File: config.mk
export PLATFORM = sky130hd
export DESIGN_NAME = codec_boot_seq
export DESIGN_NICKNAME = d
export VERILOG_FILES = /design/src/rtl/codec_boot_seq.sv
export SDC_FILE = /design/constraint.sdc
export NUM_CORES = 1
export LEC_CHECK = 0
export CAP_MARGIN = 20
export CORE_UTILIZATION = 50
export CTS_CLUSTER_DIAMETER = 150
export CTS_CLUSTER_SIZE = 40
export DETAILED_ROUTE_END_ITERATION = 6
export GPL_TIMING_DRIVEN = 0
export PLACE_DENSITY = 0.78
export RECOVER_POWER = 25
export SLEW_MARGIN = 40
export SYNTH_ARGS = -nofsm -noshare
export SYNTH_HDL_FRONTEND = slang
export SYNTH_SLANG_ARGS = --single-unit
File: constraint.sdc
create_clock -name clk -period 2.4 [get_ports clk]
set_clock_uncertainty 0.05 [all_clocks]
set_input_delay 0.36 -clock clk [delete_from_list [all_inputs] [get_ports clk]]
set_output_delay 0.36 -clock clk [all_outputs]
set_load 0.005 [all_outputs]
File: src/rtl/codec_boot_seq.sv
module codec_boot_seq #(
  parameter int STEP_CYCLES = 100,
  parameter int N_CH        = 8
) (
  input  logic       clk,
  input  logic       rst_n,
  output logic       codec_rst_n,
  output logic       cs_force,
  output logic       wr_valid,
  input  logic       wr_ready,
  output logic [6:0] wr_addr,
  output logic [8:0] wr_data,
  output logic       done
);

  localparam int CW = (STEP_CYCLES > 1) ? $clog2(STEP_CYCLES) : 1;
  localparam int VW = $clog2(2 * N_CH);
  localparam int LW = 5;
  localparam logic [15:0] END_MARK = 16'hFFFF;

  typedef enum logic [2:0] {S_RLOW, S_CSHI, S_RHI, S_LIST, S_VOL, S_DONE} st_t;

  st_t st;
  logic [CW-1:0] stp;
  logic [LW-1:0] idx;
  logic [VW-1:0] vidx;

  function automatic logic [15:0] boot_word(input logic [LW-1:0] i);
    logic [6:0] a;
    logic [8:0] d;
    a = 7'h7F;
    d = 9'h1FF;
    if (i == 5'd0) begin a = 7'h1B; d = 9'h044; end
    else if (i == 5'd1) begin a = 7'h1C; d = 9'h00B; end
    else if (i == 5'd2) begin a = 7'h1D; d = 9'h009; end
    else if (i == 5'd3) begin a = 7'h18; d = 9'h000; end
    else if (i == 5'd4) begin a = 7'h16; d = 9'h122; end
    else if (i == 5'd5) begin a = 7'h17; d = 9'h022; end
    else if (i >= 5'd6 && i <= 5'd13) begin a = {2'b00, i - 5'd6}; d = 9'h000; end
    else if (i == 5'd14) begin a = 7'h08; d = 9'h100; end
    else if (i >= 5'd15 && i <= 5'd22) begin a = {2'b00, i - 5'd6}; d = 9'h0FF; end
    else if (i == 5'd23) begin a = 7'h11; d = 9'h1FF; end
    else if (i >= 5'd24 && i <= 5'd27) begin a = {2'b00, i - 5'd6}; d = (i == 5'd25) ? 9'h090 : 9'h000; end
    else if (i == 5'd28) begin a = 7'h19; d = 9'h000; end
    else if (i == 5'd29) begin a = 7'h1A; d = 9'h000; end
    return {a, d};
  endfunction

  logic [15:0] rom_w;
  logic at_end, accept, step_end;

  assign rom_w    = boot_word(idx);
  assign at_end   = (rom_w == END_MARK);
  assign accept   = wr_valid && wr_ready;
  assign step_end = (stp == CW'(STEP_CYCLES - 1));

  always_ff @(posedge clk) begin
    if (!rst_n) begin
      st   <= S_RLOW;
      stp  <= '0;
      idx  <= '0;
      vidx <= '0;
    end else begin
      case (st)
        S_RLOW, S_CSHI, S_RHI: begin
          if (step_end) begin
            stp <= '0;
            st  <= (st == S_RLOW) ? S_CSHI : (st == S_CSHI) ? S_RHI : S_LIST;
          end else begin
            stp <= stp + 1'b1;
          end
        end
        S_LIST: begin
          if (at_end) st <= S_VOL;
          else if (accept) idx <= idx + 1'b1;
        end
        S_VOL: begin
          if (accept) begin
            if (vidx == VW'(2 * N_CH - 1)) st <= S_DONE;
            else vidx <= vidx + 1'b1;
          end
        end
        default: st <= S_DONE;
      endcase
    end
  end

  assign codec_rst_n = (st != S_RLOW) && (st != S_CSHI);
  assign cs_force    = (st == S_CSHI) || (st == S_RHI);
  assign wr_valid    = ((st == S_LIST) && !at_end) || (st == S_VOL);
  assign wr_addr     = (st == S_VOL) ? 7'(vidx[VW-1:1]) : rom_w[15:9];
  assign wr_data     = (st == S_VOL) ? (vidx[0] ? 9'h180 : 9'h000) : rom_w[8:0];
  assign done        = (st == S_DONE);

  p_cs_rise_r2: assert property (@(posedge clk) disable iff (!rst_n)
    $rose(cs_force) |-> !codec_rst_n);
  p_release_under_cs_r2: assert property (@(posedge clk) disable iff (!rst_n)
    $rose(codec_rst_n) |-> cs_force && $past(cs_force));
  p_quiet_in_reset_r3: assert property (@(posedge clk) disable iff (!rst_n)
    wr_valid |-> codec_rst_n && !cs_force);
  p_hold_r4: assert property (@(posedge clk) disable iff (!rst_n)
    wr_valid && !wr_ready |=> wr_valid && $stable(wr_addr) && $stable(wr_data));
  p_no_mark_r8: assert property (@(posedge clk) disable iff (!rst_n)
    wr_valid |-> {wr_addr, wr_data} != END_MARK);
  p_done_sticky_r10: assert property (@(posedge clk) disable iff (!rst_n)
    done |=> done);
  p_done_quiet_r10: assert property (@(posedge clk) disable iff (!rst_n)
    done |-> !wr_valid && codec_rst_n && !cs_force);

endmodule

After elaboration in Yosys (flattened, before gate mapping)
Index checks and enable logic that the tools add are counted.
{"block": "classes", "mul": 0, "n_addsub": 4, "n_eq_ne": 23, "div_mod_pow": 0, "shift": 0, "mux": 38, "n_reduce_logical": 16, "n_bitwise": 2, "n_lt_le_gt_ge": 6}
{"cell": "2-to-1 mux 9 bit", "count": 15}
{"cell": "2-to-1 mux 7 bit", "count": 15}
{"cell": "== test 5 bit (second input constant)", "count": 4}
{"cell": "== test 16 bit (second input constant)", "count": 1}
{"cell": "2-to-1 mux 3 bit", "count": 4}
{"cell": "== test 5 x 2 -> 1 bit (second input constant)", "count": 2}
{"cell": "== test 5 x 3 -> 1 bit (second input constant)", "count": 2}
{"cell": "<= comparator 5 bit (second input constant)", "count": 2}
{"cell": "case mux 3 bit (3 select lines)", "count": 1}
{"cell": "2-to-1 mux 8 bit", "count": 1}
{"cell": "inequality test 2 bit (second input constant)", "count": 4}
{"cell": "adder 7 x 1 -> 7 bit (second input constant)", "count": 1}
{"cell": "== test 7 bit (second input constant)", "count": 1}
{"cell": "== test 3 x 2 -> 1 bit (second input constant)", "count": 2}
{"cell": "== test 3 bit (second input constant)", "count": 2}
{"cell": "logical AND 1 bit", "count": 6}
{"cell": "AND reduction 3 bit", "count": 2}
{"cell": "adder 5 x 1 -> 5 bit (second input constant)", "count": 1}
{"cell": "== test 5 x 1 -> 1 bit (second input constant)", "count": 1}
{"cell": "== test 5 x 4 -> 1 bit (second input constant)", "count": 1}
{"cell": "greater-or-equal comparator 5 x 3 -> 1 bit (second input constant)", "count": 1}
{"cell": "greater-or-equal comparator 5 x 4 -> 1 bit (second input constant)", "count": 1}
{"cell": "greater-or-equal comparator 5 bit (second input constant)", "count": 1}
{"cell": "<= comparator 5 x 4 -> 1 bit (second input constant)", "count": 1}
{"cell": "other kinds (15)", "count": 17}
{"block": "word_totals", "inputBits": 3, "out_inout_bits": 20, "wordCells": 93, "latch_bits": 0, "n_memories": 0, "reg_bits": 19, "mem_bits_ro": 0, "ram_bits": 0}

Longest topological paths before layout
Gate-level depths: netlist of run 1.
{"block": "depth", "word_depth": 21, "depth_mapped": 10, "ltp_nobuf": 8}

Worst setup path before layout of run 1
Ideal clock, no wire load.
{"block": "synth_timing", "path_kind": "register to output", "from": "register idx[0]", "to": "output port wr_addr[0]", "path_stages_with_launch": 10, "n_path_buf": 1, "path_slack_ns": -0.189, "arrival_time_ns": 2.179, "required_ns": 1.990, "cell_sequence": "dfxtp_1 > ha_1 > buf_6 > and3_1 > ha_1 > a31oi_1 > o22a_2 > nand2_1 > or4_1 > a31oi_1"}
{"block": "synth_between", "elab_chain_cells": 15, "word_cells_on_any_way": 34, "cone_classes": "1 x add/sub; 6 x order compare; 9 x eq/ne; 14 x mux; 4 x reduce/logical"}
{"item": "start, declared", "line": "25", "text": "logic [LW-1:0] idx;"}
{"item": "start signal, assigned", "line": "75", "text": "else if (accept) idx <= idx + 1'b1;"}
{"item": "branches (longest 13 deep; another with greater-or-equal comparator 5 bit)"}
{"item": "2-to-1 mux 7 bit (*)", "line": "33", "text": "if (i == 5'd0) begin a = 7'h1B; d = 9'h044; end"}
{"item": "2-to-1 mux 7 bit (*)", "line": "91", "text": "assign wr_addr = (st == S_VOL) ? 7'(vidx[VW-1:1]) : rom_w[15:9];"}
{"item": "end, declared", "line": "11", "text": "output logic [6:0] wr_addr,"}
Mark *: on every way between the ends.

Final worst setup path of run 1
{"block": "layout_timing", "from": "register idx[2]", "to": "output port wr_addr[0]"}
The elaborated chain is that of the path after synthesis.

==> results of run 1 <==
==> layer usage <==
metal  vias to the layer above  GRT usage
met5                         -          0
met4                         0     0.1802
met3                        47    0.04228
met2                       169     0.5357
met1                      1012     0.3401
li1                       1010          -
==> path summary, 6_finish.rpt <==
kind / startpoint / to / slack (ns) / cells past startpoint
setup / recovery: idx[2] / wr_addr[0] / -0.46 / 10
hold / removal: rst_n / st[2] / 0.41 / 2
setup reg to reg: idx[2] / idx[1] / -0.05 / 13
hold reg to reg: stp[1] / stp[1] / 0.43 / 2
==> what timing repair did <==
| item | in CTS | in global routing |
|---|---|---|
| gates resized for setup | 100 | 23 |
| hold endpoints to repair | 0 | 0 |
| hold buffers | 0 | 0 |
| pin swaps | 25 | 13 |
| setup endpoints to repair | 18 | 22 |
| setup buffers | 29 | 8 |
==> cells by family after synthesis <==
kind of cell	synth area share
AND/OR/NAND/NOR	0.2866
buffers and inverters	0.07835
XOR/XNOR	0.03849
adder cells (fa/ha/maj)	0.07560
flip-flops	0.2089
AO/OA/AOI/OAI	0.2790
multiplexers	0.03299
==> registers in the layout (all words and copies together) (netlist names) <==
name,cells
stp,7
idx,5
vidx,4
st,3
==> synth_stat cells (2+ instances only) <==
cell type | count | area share
sky130_fd_sc_hd__nand3_1 | 5 | 0.014
sky130_fd_sc_hd__nand2b_1 | 4 | 0.014
sky130_fd_sc_hd__dfxtp_1 | 19 | 0.21
sky130_fd_sc_hd__or3_1 | 5 | 0.017
sky130_fd_sc_hd__nor3b_1 | 3 | 0.012
sky130_fd_sc_hd__clkbuf_1 | 6 | 0.012
sky130_fd_sc_hd__a21o_1 | 2 | 0.0082
sky130_fd_sc_hd__ha_1 | 11 | 0.076
sky130_fd_sc_hd__nand4_1 | 5 | 0.017
sky130_fd_sc_hd__xnor2_1 | 3 | 0.014
sky130_fd_sc_hd__buf_4 | 4 | 0.016
sky130_fd_sc_hd__buf_2 | 9 | 0.025
sky130_fd_sc_hd__o211ai_1 | 2 | 0.0082
sky130_fd_sc_hd__nand4b_1 | 2 | 0.0096
sky130_fd_sc_hd__inv_1 | 7 | 0.014
sky130_fd_sc_hd__or2_2 | 2 | 0.0069
sky130_fd_sc_hd__nand2_1 | 22 | 0.045
sky130_fd_sc_hd__o31ai_1 | 3 | 0.012
sky130_fd_sc_hd__o22ai_2 | 2 | 0.014
sky130_fd_sc_hd__or4_1 | 3 | 0.012
sky130_fd_sc_hd__a31oi_1 | 8 | 0.027
sky130_fd_sc_hd__nor3_1 | 7 | 0.019
sky130_fd_sc_hd__o22ai_1 | 3 | 0.010
sky130_fd_sc_hd__o21a_1 | 2 | 0.0082
sky130_fd_sc_hd__a211oi_1 | 2 | 0.0082
sky130_fd_sc_hd__mux2i_1 | 6 | 0.033
sky130_fd_sc_hd__xor2_1 | 5 | 0.024
sky130_fd_sc_hd__and2_1 | 4 | 0.014
sky130_fd_sc_hd__o21ai_0 | 13 | 0.036
sky130_fd_sc_hd__a21oi_1 | 18 | 0.049
sky130_fd_sc_hd__nor2_1 | 24 | 0.049
sky130_fd_sc_hd__and3_1 | 3 | 0.010
==> power groups by stage <==
stage                     Sequential, mW  Combinational (mW)  Clock [mW]
final                              0.319              0.0195       0.161
after CTS                          0.319              0.0197       0.166
after global placement             0.328              0.0189           0
after floorplan                    0.328              0.0133           0
after detailed placement           0.328              0.0196           0
after global routing               0.319              0.0228       0.176
==> critical path, stage by stage (launching register included) <==
cell	delay, ns
sky130_fd_sc_hd__dfxtp_4	0.38
sky130_fd_sc_hd__buf_8	0.12
sky130_fd_sc_hd__clkbuf_16	0.14
sky130_fd_sc_hd__and3_4	0.17
sky130_fd_sc_hd__ha_4	0.15
sky130_fd_sc_hd__a31oi_4	0.14
sky130_fd_sc_hd__o22a_2	0.17
sky130_fd_sc_hd__nand2_1	0.08
sky130_fd_sc_hd__or4_1	0.49
sky130_fd_sc_hd__a31oi_1	0.16
sky130_fd_sc_hd__buf_2	0.14
==> through the flow <==
step                instance area [sq um]  TNS, ns
finish                               2693   -4.791
global route                         2693   -6.501
CTS                                  2510   -3.778
detailed placement                   2141   -9.364
global placement                     2141   -8.706
floorplan                            1873        0
==> area by class of cell <==
type,instances,area (sq um),share of cell area
Buffer,19,166.4,0.06180
Inverter,8,32.53,0.01208
Sequential cell,19,395.4,0.1468
Clock buffer,4,26.28,0.009758
Tap cell,46,57.56,0.02138
Multi-Input combinational cell,194,1573,0.5841
Timing Repair Buffer,58,441.7,0.1640
==> impl_metrics.yaml, run 1 <==
hold_path:
  hold_path.class: "in -> reg"
worst_setup_path:
  setup.worst_path.class: "reg -> out"
  worst-endpoint-required_ns: 1.99
  path_max_fanout: 4
  worstSetupEndpointType: "output pin"
  critPathLaunchType: "flop"
  worstPathArrival_ns: 2.45
finish:
  design.final.nets: 317
  post_synthesis_to_final_layout_area_growth_pct: 47.90
  final-instance-count-excl-fill: 348
  antennaDiodeCount: 0
  layout_common_cells: "sky130_fd_sc_hd__buf_4, sky130_fd_sc_hd__nor2_1, sky130_fd_sc_hd__nand2_1"
  filler_cell_count: 240
  layout.core_utilization: 0.7883
  drive_gt1_frac: 0.3808
  layout.cells.most_common: "sky130_fd_sc_hd__buf_4"
timing:
  post-route-min-period_ns: 2.861
  report.final.setup_viol: 19
  worst_slew_margin_rel: 0.6137
  post-route-worst-setup-slack_ns: -0.4615
  hold_slack_ns: 0.4124
  slew_violations: 0
  rsz0062_at_grt: "yes"
  tightestPinTransition_ns: 0.5734
  post_route_fraction_of_the_period_consumed_by_the_critical_path: 1.192
  hold_viol_final: 0
  achievable-frequency_mhz: 349.5
drt:
  detailedRoute.firstIterationViolations: 345
  dr_wl_met3_microns: 544
  total_routed_wirelength_microns: 6490
  detail_route.vias_per_cell: 6.431
  detail_route.drc_violations: 0
  ant_nets: 0
  route.layer.met1.wl_microns: 2416
  via_count: 2238
  drtPass1Iterations: 5
  routed-wl-met2_microns: 3140
  dr.max_layer_used: "met4"
  wl_per_cell_microns: 18.65
clock_tree:
  cts_buffer_depth: 2
  tritoncts: "done"
  cts-root-buf: "sky130_fd_sc_hd__clkbuf_4"
  clk_transition_reported_paths_ns: 0.10
  tritoncts.num_buffers: 3
  htree_num_levels: 1
  insertion_delay_ns: 0.30
  cts.sinks: 19
floorplanning:
  die-area_sq_um: 3886
  die_width_microns: 62.34
  i_o_pin_cnt: 23
  core_sq_um: 3416
  fp-row-count: 21
  initial_util: 0.5330
  chipHeight_microns: 62.34
logic_synthesis:
  yosys_register_bits: 19
  register_area_share_after_synthesis: 0.2089
  synth_warnings: 0
  synth.distinct_cells: 60
  synth_area_sq_um: 1820
  synth_ff_type: "sky130_fd_sc_hd__dfxtp_1"
  postSynth.asyncResetShare: 0
  synthCells: 242
  postSynthAreaPerCell_sq_um: 7.523
  synth_enable_flop_cells: 0
  mappedNetlistNets: 256
power_and_ir_drop:
  leakagePower_nw: 1.055
  switchingPower_mw: 0.1120
  share_clk_of_total_power: 0.323
  max-vdd-ir-drop_mv: 0.4020
  power_frac_seq: 0.638
  share_comb_of_total_power: 0.039
  finalPower_mw: 0.4993
  internal_power_mw: 0.3872
  power.share.switching: 0.2244
  pwr_density_cell_nw_per_um2: 185.4
flow_run:
  drv.max_cap_violation_count: 0
placed_design:
  hpwl_microns: 3455
  placement.io_buffers: 21
  placed_cells: 309
  placement_setup_slack_ns: -0.7115
  routabilityCongestion: 0.9427
grt:
  grt_remaining_overflow: 0
  antenna_found_initial: 0
  grt_usage: 0.3016
  first_global_vias: 1996
  global_route_wire_length_before_repair_microns: 9370
  grt_start_max_net_pins: 11
run_status:
  failing_checks: "negative setup slack"
  outcome: "finished with violations"
Power figures use the tool's default switching activity.
==> run 2: changes to the inputs <==
--- a/config.mk
+++ b/config.mk
@@ -7,6 +7,7 @@
 export LEC_CHECK = 0
 export CAP_MARGIN = 20
 export CORE_UTILIZATION = 50
+export CTS_BUF_LIST = sky130_fd_sc_hd__clkbuf_4 sky130_fd_sc_hd__clkbuf_8
 export CTS_CLUSTER_DIAMETER = 150
 export CTS_CLUSTER_SIZE = 40
 export DETAILED_ROUTE_END_ITERATION = 6
==> run 2 against run 1 <==
  * The run still ends with negative setup slack left
  * Sequential share of layout area about the same
  * Die area unchanged
  * Critical path depth unchanged
  * Cell count is the same
  * Fmax is 0.28% lower
  * Worst setup slack worse by 0.0082 ns
  * Clock-buffer cell count is the same
  * Via count fell by 0.22%
  * Clock power up 7%
  * Sequential cell count unchanged
  * Largest power group unchanged
  * Highest routed layer unchanged
==> impl_metrics.yaml, run 2 (synthesized netlist as in run 1, its figures left out) <==
hold_path:
  hold_path.class: "in -> reg"
  hold_path.startpoint: "rst_n"
timing:
  post_route_fraction_of_the_period_consumed_by_the_critical_path: 1.196
  achievable-frequency_mhz: 348.5
  tightestPinTransition_ns: 0.5771
  post-route-worst-setup-slack_ns: -0.4697
  worst_slew_margin_rel: 0.6112
  rsz0062_at_grt: "yes"
  report.final.setup_viol: 19
  hold_slack_ns: 0.4130
  tns_ns: -4.808
  post-route-min-period_ns: 2.870
  slew_violations: 0
  hold_viol_final: 0
grt:
  groute.layer.met1.usage: 0.3412
  met3_usage: 0.04228
  global_route_wire_length_before_repair_microns: 9370
  layer_carrying_the_most_global_route_usage: "met2"
  grt_remaining_overflow: 0
  grt_start_max_net_pins: 11
  met2_usage: 0.5343
  grt_usage: 0.3005
  first_global_vias: 1998
  antenna_found_initial: 0
finish:
  layout_common_cells: "sky130_fd_sc_hd__buf_4, sky130_fd_sc_hd__nor2_1, sky130_fd_sc_hd__nand2_1"
  drive_gt1_frac: 0.3841
  antennaDiodeCount: 0
  post_synthesis_to_final_layout_area_growth_pct: 48.11
  biggestRegsByFlops: "stp: 7 flops, idx: 5 flops, vidx: 4 flops"
  filler_cell_count: 240
  largest_register_ff_count: 7
  max_flop_register: "stp"
  design.final.nets: 317
  layout.cells.most_common: "sky130_fd_sc_hd__buf_4"
drt:
  detail_route.vias_per_cell: 6.417
  total_routed_wirelength_microns: 6521
  wl_per_cell_microns: 18.74
  drtPass1Iterations: 5
  ant_nets: 0
  via_count: 2233
  detailedRoute.firstIterationViolations: 317
  detail_route.drc_violations: 0
floorplanning:
  i_o_pin_cnt: 23
  core_sq_um: 3416
  initial_util: 0.5330
  chipHeight_microns: 62.34
  die_width_microns: 62.34
  fp-row-count: 21
  die-area_sq_um: 3886
worst_setup_path:
  worstSetupEndpointType: "output pin"
  critical_path.reg2reg.startpoint: "idx[2]"
  path_max_fanout: 4
  setup.worst_path.class: "reg -> out"
  timing.critical_path.from: "idx[2]"
  worst-endpoint-required_ns: 1.99
  critPathLaunchType: "flop"
  worstPathArrival_ns: 2.46
clock_tree:
  cts_buffer_depth: 2
  tritoncts: "done"
  insertion_delay_ns: 0.30
  cts.sinks: 19
  hold_fix_buffers_at_cts: 0
  htree_num_levels: 1
  tritoncts.num_buffers: 3
  cts-root-buf: "sky130_fd_sc_hd__clkbuf_4"
  clk_transition_reported_paths_ns: 0.11
placed_design:
  routabilityCongestion: 0.9427
  placement.io_buffers: 21
  hpwl_microns: 3455
power_and_ir_drop:
  max-vdd-ir-drop_mv: 0.3062
  finalPower_mw: 0.5117
  leakagePower_nw: 1.059
  pwr_density_cell_nw_per_um2: 189.8
run_status:
  outcome: "finished with violations"
  failing_checks: "negative setup slack"
flow_run:
  drv.max_cap_violation_count: 0
run 2: cell counts in the layout (fill, tap and decap cells not counted):
No cell type changed its count.
run 2: power by group:
part / internal [mW] / total [mW] / switching (mW)
Clock: 0.0761 / 0.173 / 0.0974
Combinational: 0.00756 / 0.0195 / 0.0120
Sequential: 0.315 / 0.319 / 0.00379
Total: 0.399 / 0.512 / 0.113
run 2: path summary, 6_finish.rpt:
| kind | endpoint | slack (ns) | depth (start not counted) |
|---|---|---|---|
| worst max-delay path | wr_addr[0] | -0.47 | 10 |
| worst max register to register | idx[1] | -0.05 | 13 |
| worst min register to register | stp[1] | 0.43 | 2 |
| worst min-delay path | st[2] | 0.41 | 2 |
run 2: through the flow:
| stage | util | worst slack (ns) | cell area (sq um) | instances |
|---|---|---|---|---|
| after floorplan | - | 0.006834 | 1873 | 242 |
| after global placement | 0.6267 | -0.6897 | 2141 | 309 |
| after detailed placement | 0.6267 | -0.7115 | 2141 | 309 |
| after CTS | 0.7359 | -0.4021 | 2514 | 340 |
| after global routing | 0.7894 | -0.5747 | 2696 | 348 |
| final | 0.7894 | -0.4697 | 2696 | 348 |
run 2: per-layer routing:
layer,up-vias,wire (microns),part of all wire
li1,1010,-,-
met1,1004,2428,0.37
met2,171,3179,0.49
met3,48,542,0.083
met4,0,371,0.057
met5,-,0,0
run 2: critical path: stages (launching register included):
cell                        delay [ns]
sky130_fd_sc_hd__dfxtp_4          0.38
sky130_fd_sc_hd__buf_8            0.12
sky130_fd_sc_hd__clkbuf_16        0.14
sky130_fd_sc_hd__and3_4           0.17
sky130_fd_sc_hd__ha_4             0.15
sky130_fd_sc_hd__a31oi_4          0.15
sky130_fd_sc_hd__o22a_2           0.17
sky130_fd_sc_hd__nand2_1          0.08
sky130_fd_sc_hd__or4_1            0.49
sky130_fd_sc_hd__a31oi_1          0.16
sky130_fd_sc_hd__buf_2            0.14
run 2: area by class of cell:
| class | count | area (sq um) | share of cell area |
|---|---|---|---|
| timing repair buffer | 58 | 441.7 | 0.1638 |
| sequential | 19 | 395.4 | 0.1466 |
| clock buffer | 4 | 30.03 | 0.01114 |
| inverter | 8 | 32.53 | 0.01206 |
| tap | 46 | 57.56 | 0.02135 |
| buffer | 19 | 166.4 | 0.06172 |
| multi-input combinational | 194 | 1573 | 0.5833 |
run 2: what timing repair did:
item,CTS,global route
gates resized for setup,100,23
endpoints found under the setup margin,18,22
setup buffers,29,8
pin swaps,25,13
